<file path="src/rtl/irq_res_pkg.sv">
package irq_res_pkg;
  localparam int unsigned DEF_LINES   = 8;
  localparam int unsigned DEF_VEC_W   = 8;
  localparam int unsigned DEF_CASCADE = 2;

  typedef enum logic [1:0] {
    CMD_NONE      = 2'd0,
    CMD_EOI_AUTO  = 2'd1,
    CMD_EOI_NAMED = 2'd2,
    CMD_SET_BASE  = 2'd3
  } cmd_kind_e;

  function automatic cmd_kind_e classify_cmd(input logic valid, input logic eoi,
                                             input logic specific, input logic rotate);
    if (!valid)                     return CMD_NONE;
    if (eoi && specific)            return CMD_EOI_NAMED;
    if (eoi)                        return CMD_EOI_AUTO;
    if (specific && rotate)         return CMD_SET_BASE;
    return CMD_NONE;
  endfunction
endpackage

</file>
<file path="src/rtl/irq_rank_scan.sv">
module irq_rank_scan #(
  parameter int unsigned LINES = 8,
  parameter int unsigned PIN_W = $clog2(LINES)
) (
  input  logic [LINES-1:0] vec,
  input  logic [PIN_W-1:0] base_prio,
  output logic             found,
  output logic [PIN_W-1:0] step,
  output logic [PIN_W-1:0] pin
);
  localparam logic [PIN_W-1:0] LAST = PIN_W'(LINES - 1);

  logic [LINES-1:0] ordered;

  generate
    for (genvar g = 0; g < LINES; g++) begin : g_order
      localparam logic [PIN_W-1:0] OFF = PIN_W'(g + LINES - 1);
      logic [PIN_W-1:0] src;
      assign src        = OFF - base_prio;
      assign ordered[g] = vec[src];
    end
  endgenerate

  always_comb begin
    found = 1'b0;
    step  = '0;
    for (int i = LINES - 1; i >= 0; i--) begin
      if (ordered[i]) begin
        found = 1'b1;
        step  = PIN_W'(i);
      end
    end
    pin = step + LAST - base_prio;
  end
endmodule

</file>
<file path="src/rtl/irq_eligible.sv">
module irq_eligible #(
  parameter int unsigned LINES   = 8,
  parameter int unsigned PIN_W   = $clog2(LINES),
  parameter int unsigned CASCADE = 2
) (
  input  logic [LINES-1:0] pend,
  input  logic [LINES-1:0] mask,
  input  logic [LINES-1:0] serv,
  input  logic [PIN_W-1:0] base_prio,
  input  logic             nested,
  output logic             valid,
  output logic [PIN_W-1:0] pin
);
  localparam logic [PIN_W-1:0] LAST = PIN_W'(LINES - 1);

  logic [LINES-1:0] serv_eff;
  logic             blk_found;
  logic [PIN_W-1:0] blk_step;
  logic [PIN_W-1:0] blk_pin;
  logic [LINES-1:0] allowed;
  logic [LINES-1:0] cand;
  logic [PIN_W-1:0] cand_step;

  always_comb begin
    serv_eff = serv;
    if (nested) serv_eff[CASCADE] = 1'b0;
  end

  irq_rank_scan #(.LINES(LINES), .PIN_W(PIN_W)) u_block (
    .vec(serv_eff), .base_prio(base_prio),
    .found(blk_found), .step(blk_step), .pin(blk_pin)
  );

  generate
    for (genvar p = 0; p < LINES; p++) begin : g_rank
      logic [PIN_W-1:0] rank;
      assign rank       = PIN_W'(p) - LAST + base_prio;
      assign allowed[p] = !blk_found || (rank < blk_step);
    end
  endgenerate

  assign cand = pend & ~mask & allowed;

  irq_rank_scan #(.LINES(LINES), .PIN_W(PIN_W)) u_pick (
    .vec(cand), .base_prio(base_prio),
    .found(valid), .step(cand_step), .pin(pin)
  );
endmodule

</file>
<file path="src/rtl/irq_resolver.sv">
module irq_resolver
  import irq_res_pkg::*;
#(
  parameter int unsigned LINES   = DEF_LINES,
  parameter int unsigned VEC_W   = DEF_VEC_W,
  parameter int unsigned CASCADE = DEF_CASCADE,
  parameter int unsigned PIN_W   = $clog2(LINES)
) (
  input  logic             clk,
  input  logic             rst,
  input  logic [LINES-1:0] req_set,
  input  logic [LINES-1:0] line_level,
  input  logic             cfg_we,
  input  logic [LINES-1:0] cfg_mask,
  input  logic [VEC_W-1:0] cfg_base,
  input  logic             cfg_auto_eoi,
  input  logic             cfg_nested,
  input  logic             ack_valid,
  input  logic [PIN_W-1:0] ack_pin,
  input  logic             cmd_valid,
  input  logic             cmd_eoi,
  input  logic             cmd_specific,
  input  logic             cmd_rotate,
  input  logic [PIN_W-1:0] cmd_level,
  output logic             irq_out,
  output logic [PIN_W-1:0] irq_pin,
  output logic [VEC_W-1:0] irq_vector
);
  localparam logic [PIN_W-1:0] SPURIOUS = PIN_W'(LINES - 1);

  logic [LINES-1:0] irr_q, isr_q, imr_q;
  logic [PIN_W-1:0] prio_q;
  logic [VEC_W-1:0] base_q;
  logic             aeoi_q, sfn_q, rot_q, raised_q;
  logic [PIN_W-1:0] pin_q;
  logic [VEC_W-1:0] vec_q;

  logic             elig_valid;
  logic [PIN_W-1:0] elig_pin;
  logic [PIN_W-1:0] pin_next;

  logic [LINES-1:0] irr_n, isr_a, isr_n;
  logic [PIN_W-1:0] prio_a, prio_n;
  logic             rot_n;
  logic             hi_found;
  logic [PIN_W-1:0] hi_step, hi_pin;
  cmd_kind_e        kind;

  irq_eligible #(.LINES(LINES), .PIN_W(PIN_W), .CASCADE(CASCADE)) u_elig (
    .pend(irr_q), .mask(imr_q), .serv(isr_q), .base_prio(prio_q),
    .nested(sfn_q), .valid(elig_valid), .pin(elig_pin)
  );

  // acknowledge stage, then request latching
  always_comb begin
    irr_n  = irr_q;
    isr_a  = isr_q;
    prio_a = prio_q;
    if (ack_valid) begin
      if (!line_level[ack_pin]) irr_n[ack_pin] = 1'b0;
      if (aeoi_q) begin
        if (rot_q) prio_a = ack_pin;
      end else begin
        isr_a[ack_pin] = 1'b1;
      end
    end
    irr_n = irr_n | req_set;
  end

  irq_rank_scan #(.LINES(LINES), .PIN_W(PIN_W)) u_hi (
    .vec(isr_a), .base_prio(prio_a),
    .found(hi_found), .step(hi_step), .pin(hi_pin)
  );

  // command stage, on the state left by the acknowledge
  always_comb begin
    isr_n  = isr_a;
    prio_n = prio_a;
    rot_n  = cmd_valid ? cmd_rotate : rot_q;
    kind   = classify_cmd(cmd_valid, cmd_eoi, cmd_specific, cmd_rotate);
    unique case (kind)
      CMD_EOI_NAMED: begin
        isr_n[cmd_level] = 1'b0;
        if (cmd_rotate) prio_n = cmd_level;
      end
      CMD_EOI_AUTO: begin
        if (hi_found) begin
          isr_n[hi_pin] = 1'b0;
          if (cmd_rotate) prio_n = hi_pin;
        end
      end
      CMD_SET_BASE: prio_n = cmd_level;
      default: ;
    endcase
  end

  assign pin_next = elig_valid ? elig_pin : SPURIOUS;

  always_ff @(posedge clk) begin
    if (rst) begin
      irr_q    <= '0;
      isr_q    <= '0;
      imr_q    <= '0;
      prio_q   <= '0;
      base_q   <= '0;
      aeoi_q   <= 1'b0;
      sfn_q    <= 1'b0;
      rot_q    <= 1'b0;
      raised_q <= 1'b0;
      pin_q    <= '0;
      vec_q    <= '0;
    end else begin
      irr_q    <= irr_n;
      isr_q    <= isr_n;
      prio_q   <= prio_n;
      rot_q    <= rot_n;
      raised_q <= ack_valid ? 1'b0 : (raised_q | elig_valid);
      pin_q    <= pin_next;
      vec_q    <= {base_q[VEC_W-1:PIN_W], pin_next};
      if (cfg_we) begin
        imr_q  <= cfg_mask;
        base_q <= cfg_base;
        aeoi_q <= cfg_auto_eoi;
        sfn_q  <= cfg_nested;
      end
    end
  end

  assign irq_out    = raised_q;
  assign irq_pin    = pin_q;
  assign irq_vector = vec_q;
endmodule

</file>
<file path="config.mk">
export PLATFORM = sky130hd
export DESIGN_NAME = irq_resolver
export DESIGN_NICKNAME = d
export VERILOG_FILES = /design/src/rtl/irq_res_pkg.sv /design/src/rtl/irq_rank_scan.sv /design/src/rtl/irq_eligible.sv /design/src/rtl/irq_resolver.sv
export SDC_FILE = /design/constraint.sdc
export NUM_CORES = 1
export LEC_CHECK = 0
export ABC_AREA = 1
export BUFFER_PORTS_ARGS = -buffer_cell sky130_fd_sc_hd__buf_2
export CORE_MARGIN = 10
export CORE_UTILIZATION = 53
export CTS_CLUSTER_DIAMETER = 30
export DETAILED_ROUTE_END_ITERATION = 12
export PLACE_DENSITY = 0.78
export SLEW_MARGIN = 20
export SYNTH_ARGS = -nofsm -noshare
export SYNTH_HDL_FRONTEND = slang
export SYNTH_SLANG_ARGS = --single-unit
</file>
<file path="constraint.sdc">
create_clock -name clk -period 4.4 [get_ports clk]
set_input_delay 0.44 -clock clk [delete_from_list [all_inputs] [get_ports clk]]
set_output_delay 0.44 -clock clk [all_outputs]
set_load 0.03 [all_outputs]
</file>
Word-level counts from Yosys, hierarchy flattened
Index checks and enable logic that the tools add are counted.

cells by class
  add/sub/neg operators = 27
  multiply operators = 0
  divide/modulo/power cells = 0
  magnitude comparators = 30
  equality and inequality tests = 3
  shift-type cells = 0
  multiplexer cells = 136
  bitwise logic cells = 12
  reduce and logical (&&, ||, !) cells = 15

operators with widths
  kind                                                                number
  2-to-1 mux 3 bit                                                    31
  < comparator 3 x 4 -> 1 bit (second input constant)                 19
  binary-select mux 1 bit (select 3 bit)                              25
  2-to-1 mux 1 bit                                                    62
  bitwise AND 8 bit                                                   5
  2-to-1 mux 8 bit                                                    5
  inverter 8 bit                                                      4
  < comparator 3 bit                                                  8
  subtractor 3 bit (first input constant)                             8
  2-to-1 mux 2 bit                                                    8
  OR 8 bit                                                            2
  case mux 8 bit (2 select lines)                                     1
  adder 3 bit (first input constant)                                  4
  subtractor 1 x 3 -> 3 bit (first input constant)                    4
  subtractor 2 x 3 -> 3 bit (first input constant)                    4
  demux 1 bit (select 3 bit)                                          3
  greater-or-equal comparator 3 x 1 -> 1 bit (second input constant)  3
  case mux 3 bit (3 select lines)                                     1
  logical OR 1 bit                                                    8
  adder 2 x 3 -> 3 bit (first input constant)                         2
  adder 3 bit (second input constant)                                 2
  subtractor 3 bit                                                    2
  logical AND 1 bit                                                   5
  == test 2 bit (second input constant)                               2
  5 further kinds                                                     5

storage, ports and cells
  flip-flop bits (word level) = 50
  bits in latches = 0
  bits in writable memories = 0
  ROM bits = 0
  input bits = 48
  output and inout port bits = 12
  memories kept = 0

Depth between registers and ports, before layout
Gate-level depths: netlist of the first run.

  word-level depth = 27
  depth in mapped cells = 36

Modules after synthesis
A second synthesis of the first run with hierarchy kept.

second synthesis, totals
  cell total of the unflattened synthesis = 717
  area, all modules = 4370.4 um^2

by module, submodules not included
  module                               times used  cells an instance  area an instance (um^2)  seq. area each (um^2)
  irq_resolver                         1           307                2172.1                   880.8
  irq_rank_scan at u_elig.u_block ...  2           108                566.8                    0.0
  irq_rank_scan at u_hi                1           108                571.8                    0.0
  irq_eligible                         1           86                 493.0                    0.0

Least setup slack after synthesis of the first run
OpenSTA, ideal clock, no wires.

  path type = register to register
  from = register prio_q[0]
  to = register vec_q[2], in the netlist irq_vector[2]
  arrival time = 4138 ps
  data required time = 4287 ps
  setup slack = 148 ps
  stages on the path, launching flop included = 34
  buffers on the path = 3
  clock period less this slack = 4252 ps
  cells stage by stage = dfxtp_1 > buf_4 > inv_2 > buf_2 > ha_1 > buf_2 > inv_2 > nand3_1 > nand3_1 > nand2_2 > a21oi_4 > nor2_1 > o21bai_1 > ha_1 > nor2_1 > nand2_1 > nand2_1 > nand2_1 > nand3_1 > nand3_1 > nand2_1 > nand2_1 > nand2_1 > nand2_1 > nand2_1 > nand2_1 > nand2_1 > a21oi_1 > ha_1 > fa_1 > xnor2_1 > nand2_1 > nor2_1 > nor2_1

between the ends
  word-level cells in the longest chain between the ends = 27
  elaborated cells between the ends (all ways) = 100
  classes of those cells = add/sub: 17; order compare: 8; mux: 65; bitwise: 1; reduce/logical: 9

ends and longest elaborated chain
  element                                                                   RTL line             RTL
  start: declaration                                                        irq_resolver.sv:32   logic [PIN_W-1:0] prio_q;
  start signal: assignment                                                  irq_resolver.sv:115  prio_q <= prio_n;
  subtractor 3 bit                                                          irq_rank_scan.sv:19  assign src = OFF - base_prio;
  binary-select mux 1 bit (select 3 bit)                                    irq_rank_scan.sv:20  assign ordered[g] = vec[src];
  2-to-1 mux 1 bit (implied by the code)                                    irq_rank_scan.sv:20
  2-to-1 mux 3 bit / 2-to-1 mux 1 bit (equally long branches) (8 in a row)  irq_rank_scan.sv:28  if (ordered[i]) begin
  < comparator 3 bit / zero test 1 bit (equally long branches)              irq_eligible.sv:38   assign allowed[p] = !blk_found || (rank < blk_step);
  logical OR 1 bit                                                          irq_eligible.sv:38
  bitwise AND 8 bit                                                         irq_eligible.sv:42   assign cand = pend & ~mask & allowed;
  binary-select mux 1 bit (select 3 bit)                                    irq_rank_scan.sv:20
  2-to-1 mux 1 bit (implied by the code)                                    irq_rank_scan.sv:20
  2-to-1 mux 3 bit (8 in a row)                                             irq_rank_scan.sv:28
  adder 3 bit                                                               irq_rank_scan.sv:33  pin = step + LAST - base_prio;
  subtractor 3 bit                                                          irq_rank_scan.sv:33
  2-to-1 mux 3 bit (*)                                                      irq_resolver.sv:97   assign pin_next = elig_valid ? elig_pin : SPURIOUS;
  end signal: assignment                                                    irq_resolver.sv:119  vec_q <= {base_q[VEC_W-1:PIN_W], pin_next};
  end: declaration                                                          irq_resolver.sv:36   logic [VEC_W-1:0] vec_q;

Every way passes the cells marked *; elsewhere a longest branch is shown, timed or not. The select of a mux whose other input is x is not followed.
A chain may end at the register's enable or synchronous reset.

Final worst setup path of the first run
Ends and elaborated chain as after synthesis.

==> results of run 1 <==
## where the power goes
part	internal, mW	switching (mW)
clock network	0.171	0.145
registers	0.434	0.0178
logic	0.444	0.794
total	1.05	0.957
## sequential cells by signal, indices dropped and copies added (netlist names)
signal	cells
irr_q	8
base_q	5
irq_pin	2
rot_q	1
irq_vector	6
aeoi_q	1
imr_q	8
isr_q	8
prio_q	3
irq_out	1
sfn_q	1
## cell type report
type                            count  area (um^2)  share of cell area (%)
Timing Repair Buffer               65          348                    7.75
Clock buffer                        5         68.8                    1.53
Tap cell                           99          124                    2.76
Multi-Input combinational cell    479         2740                    61.0
Clock inverter                      3         47.5                    1.06
Sequential cell                    44          883                    19.7
Inverter                           72          278                    6.19
## final timing paths
path                         to  cells past startpoint  startpoint
setup / recovery  irq_vector[2]                     31   prio_q[0]
hold / removal            rot_q                      2   cmd_valid
setup reg to reg  irq_vector[2]                     31   prio_q[0]
hold reg to reg   irq_vector[3]                      2   base_q[3]
## metal layers
layer,GRT usage (%),part of all wire [%],vias to the layer above
li1,-,-,2139
met1,20.3,43,1901
met2,31.7,49,131
met3,3.47,6.1,18
met4,5.71,2.2,0
met5,0,0,-
## logic make-up after synthesis
logic type,after synthesis
AND/OR/NAND/NOR,306
AO/OA/AOI/OAI,142
buffers and inverters,93
flip-flops,44
adder cells (fa/ha/maj),20
XOR/XNOR,9
multiplexers,2
## stage by stage
step	total power, mW	util (%)	worst slack (ps)	hold WS (ps)	instance area, um^2
finish	2.01	61.5	307	357	4490
detailed placement	1.63	59.0	107	425	4300
floorplan	1.42	-	148	410	3980
global placement	1.59	59.0	190	416	4300
global route	2.17	61.5	-20.8	372	4490
CTS	1.95	60.6	80.6	357	4420
## Yosys cell counts (2+ instances only)
master    count
dfxtp_1      44
inv_1        59
mux2i_1       2
clkbuf_1      9
buf_2         3
nand3_2       7
nand2_4       3
o211ai_1      5
inv_4         2
a21boi_1      4
nor2_4        2
a31oi_1       3
nand2_1     146
fa_1          2
nand2_2      14
nand3_1      76
ha_1         18
xor2_4        2
o22ai_1       2
o21bai_1      7
xnor2_1       3
o21ai_2       5
buf_6         4
buf_4         5
a21oi_1      49
inv_2        11
o31ai_1       7
nor2_1       51
a21oi_2       4
o21ai_0      25
o21ai_1      23
## repair_timing
action / CTS / global route
setup buffers: 0 / 2
gates resized for setup: 0 / 11
endpoints found under the setup margin: 0 / 2
==> impl_results.md, run 1 <==
* GR Overflow Total at 0
* DRC Markers at 0
* Worst-margin pin slew at 777 ps
* Leak at 2.18 nW
* # rows at 31
* Largest family of logic cells by synthesized area: simple AND/OR/NAND/NOR gates
* Area grow syn2layout at 12.8%
* Netlist Area Pre-Place at 3980 um^2
* Htree depth at 2
* Final WL at 10,500 um
* Crit path DAT at 4290 ps
* Post-synthesis adder-cell area fraction at 6.67%
* FFs w/ async S/R, synth at 0%
* Post-synthesis sequential area ratio at 22.1%
* Placed cells at 757
* Die width at 107 um
* FILL cells at 704
* Reg-to-reg setup timing slack at 310 ps
* Routability cong. at 0.888
* Critical Path RT at 4600 ps
* Initial antenna violation count at 0
* Setup violations, final at 0
* Relative slew slack at 48.2%
* Core area at 7290 um^2
* Largest stage delay, worst path at 400 ps
* Vias in the first global route at 3,848
* Initial Utilization at 54.5%
* DR vias at 4,189
* Post-Syn Nets at 684
* Family with the most delay on the worst path: simple AND/OR/NAND/NOR gates
* Fin. max-slew vios at 0
* Largest net degree at the start of global routing at 28
* Final ANT Viol Nets at 0
* Synthesized area per cell at 6.46 um^2
* First DRT Iteration DRCs at 265
* Bufs on Longest Clock Path at 2
* Status: finished, final reports clean
* Synth Area in XOR/XNOR at 3.77%
* Crit Path Category: reg2reg
* Setup crit start kind: register
* Worst Path Buf+Inv at 4
* Ys flop type: dfxtp_1
* Fmax at 244 MHz
* Die area at 11,400 um^2
* Min cycle time layout at 4090 ps
* First-pass GRT wire length at 17,100 um
* Top-area cell type share of the netlist area at 22.1%
* DP Wirelength at 8390 um
* CP Max Fanout at 6
* Clk pin slew, worst setup/hold paths at 80 ps
* Post-Syn Instances at 616
* TNS Setup at 0 ps
* IO buf count at 56
* Die Span Y at 107 um
* Clock root cell: clkbuf_8
* Clock latency on the worst-skew pair at 300 ps
* Post-synth cell types at 50
* Slowest cell on crit path: fa_1
* Max cap viols at 0
* Hold Fails Final Rpt at 0
* TritonCTS buffer count at 5
* Most frequent cells in the layout: nand2_1 (146), nand3_1 (75), inv_1 (59)
* Skew final at 4.29 ps
* Critical path's most frequent cell: nand2_1
* CTS tree: built
* Synth Area in Simple Gates at 35.3%
* Gr usage total at 17.6%
* Post-Layout Cell Count at 767
* Leading area contributor after synthesis: dfxtp_1
* Proportion of synthesized area in mux cells at 0.503%
* 1st-pass router iterations at 5
* IO Count at 60
* Peak VDD IR at 0.000216 V
* Most common cell after layout, fill and taps aside: nand2_1
* Tcrit/Tclk final at 93.0%
* Via density at 5.46
* Min-Delay Path Class: in2reg
* Routed wire length per instance at 13.7 um
* Clk sinks at 44
* Layout cells sized above 1 at 21.3%
* Fin nets at 735
* Post-CTS Hold Fix Bufs at 0
* Complex-gate fraction of the synthesized area at 21.4%
* Antenna cells at 0
* Ys Warns at 0
* PwrDens at 447 nW/um^2
* EDFF count, synth at 0
* Synth Register Bits at 44
* Synth top area cells: dfxtp_1 (22%), nand2_1 (14%), nand3_1 (9.6%), a21oi_1 (6.2%), ha_1 (5.7%)
* Crit end category: register
(Power assumes the default switching activity.)
==> run 2, diff against run 1 <==
--- a/config.mk
+++ b/config.mk
@@ -12,6 +12,7 @@
 export CTS_CLUSTER_DIAMETER = 30
 export DETAILED_ROUTE_END_ITERATION = 12
 export PLACE_DENSITY = 0.78
+export RECOVER_POWER = 25
 export SLEW_MARGIN = 20
 export SYNTH_ARGS = -nofsm -noshare
 export SYNTH_HDL_FRONTEND = slang
==> impl_results.md, run 2 (synthesis results as in run 1) <==
* DR vias at 4,162
* Vias in the first global route at 3,848
* DP Wirelength at 8390 um
* Gr usage total at 17.6%
* Final WL at 10,500 um
* Die area at 11,400 um^2
* Largest registers: imr_q (8), irr_q (8), isr_q (8)
* Die Span Y at 107 um
* PwrDens at 447 nW/um^2
* Crit Path Category: reg2reg
* Fmax at 244 MHz
* Final ANT Viol Nets at 0
* Clock root cell: clkbuf_8
* Critical Path RT at 4600 ps
* First-pass GRT wire length at 17,100 um
* Via density at 5.43
* Most common cell after layout, fill and taps aside: nand2_1
* Routed wire length per instance at 13.7 um
* Most frequent cells in the layout: nand2_1 (146), nand3_1 (75), inv_1 (59)
* Area grow syn2layout at 12.5%
* Initial Utilization at 54.5%
* Dpl cell area at 4300 um^2
* Clock latency on the worst-skew pair at 300 ps
* FILL cells at 708
* Leak at 2.14 nW
* Largest stage delay, worst path at 400 ps
* GR Overflow Total at 0
* Worst hold slack at 358 ps
* Relative slew slack at 41.7%
* IO Count at 60
* Clk pin slew, worst setup/hold paths at 80 ps
* Slowest cell on crit path: fa_1
* Bufs on Longest Clock Path at 2
* Setup crit start kind: register
* Hold Fails Final Rpt at 0
* Worst Path Buf+Inv at 4
* IO buf count at 56
* Htree depth at 2
* Tcrit/Tclk final at 93.2%
* TritonCTS buffer count at 5
* Initial antenna violation count at 0
* Worst-margin pin slew at 875 ps
* First DRT Iteration DRCs at 228
* 1st-pass router iterations at 5
* Final worst slack at 299 ps
* Final Cell Area at 4480 um^2
* CTS tree: built
* # rows at 31
* Post-CTS Hold Fix Bufs at 0
* Core area at 7290 um^2
* Min-Delay Path Class: in2reg
* DRC Markers at 0
* Critical path's most frequent cell: nand2_1
* Crit end category: register
* Die width at 107 um
* Peak VDD IR at 0.000216 V
* Routability cong. at 0.888
* Skew final at 3.76 ps
* Antenna cells at 0
* Final Total Pwr at 2.00 mW
* Post-Place Setup Slack at 107 ps
* Setup violations, final at 0
* Max cap viols at 0
* Layout cells sized above 1 at 19.8%
* Crit path DAT at 4300 ps
* Status: finished, final reports clean
* Min cycle time layout at 4100 ps
* Core Util, Final at 61.4%
* Largest net degree at the start of global routing at 28
* Family with the most delay on the worst path: simple AND/OR/NAND/NOR gates
* CP Max Fanout at 6
* Clk sinks at 44
* Fin nets at 735
* Fin. max-slew vios at 0
-- run 2: layout make-up --
class,count,area [um^2],area share [%]
Clock buffer,5,68.8,1.54
Clock inverter,3,47.5,1.06
Timing Repair Buffer,65,335,7.49
Tap cell,99,124,2.77
Inverter,72,278,6.21
Sequential cell,44,883,19.7
Multi-Input combinational cell,479,2740,61.2
-- run 2: worst paths after layout --
check                                from       endpoint  slack [ps]  cells after the start
worst max-delay path            prio_q[0]  irq_vector[2]         300                     31
worst min-delay path            cmd_valid          rot_q         360                      2
worst max register to register  prio_q[0]  irq_vector[2]         300                     31
worst min register to register  base_q[3]  irq_vector[3]         440                      2
-- run 2: per-layer routing --
layer  share of wire [%]  vias up  wire, um  global-route usage (%)
met5                   0        -         0                       0
met4                 2.2        0       232                    5.71
met3                 6.1       18       639                    3.47
met2                  49      131      5140                    31.7
met1                  43     1875      4500                    20.3
li1                    -     2138         -                       -
-- run 2: repair_timing --
| item | 4_1_cts | 5_1_grt |
|---|---|---|
| endpoints found under the hold margin | 0 | 0 |
| resized for setup | 0 | 11 |
| setup buffers | 0 | 2 |
| setup endpoints to repair | 0 | 2 |
-- run 2: through the flow --
stage / setup TNS (ps) / cells
after floorplan: 0 / 616
after global placement: 0 / 757
after detailed placement: 0 / 757
after CTS: 0 / 765
after global routing: -22.0 / 767
final: 0 / 767
-- run 2: where the power goes --
part / switching [mW] / internal [mW] / total (mW) / leakage, nW
sequential: 0.0183 / 0.434 / 0.453 / 0.365
clock: 0.145 / 0.171 / 0.316 / 0.0583
combinational: 0.794 / 0.439 / 1.23 / 1.72
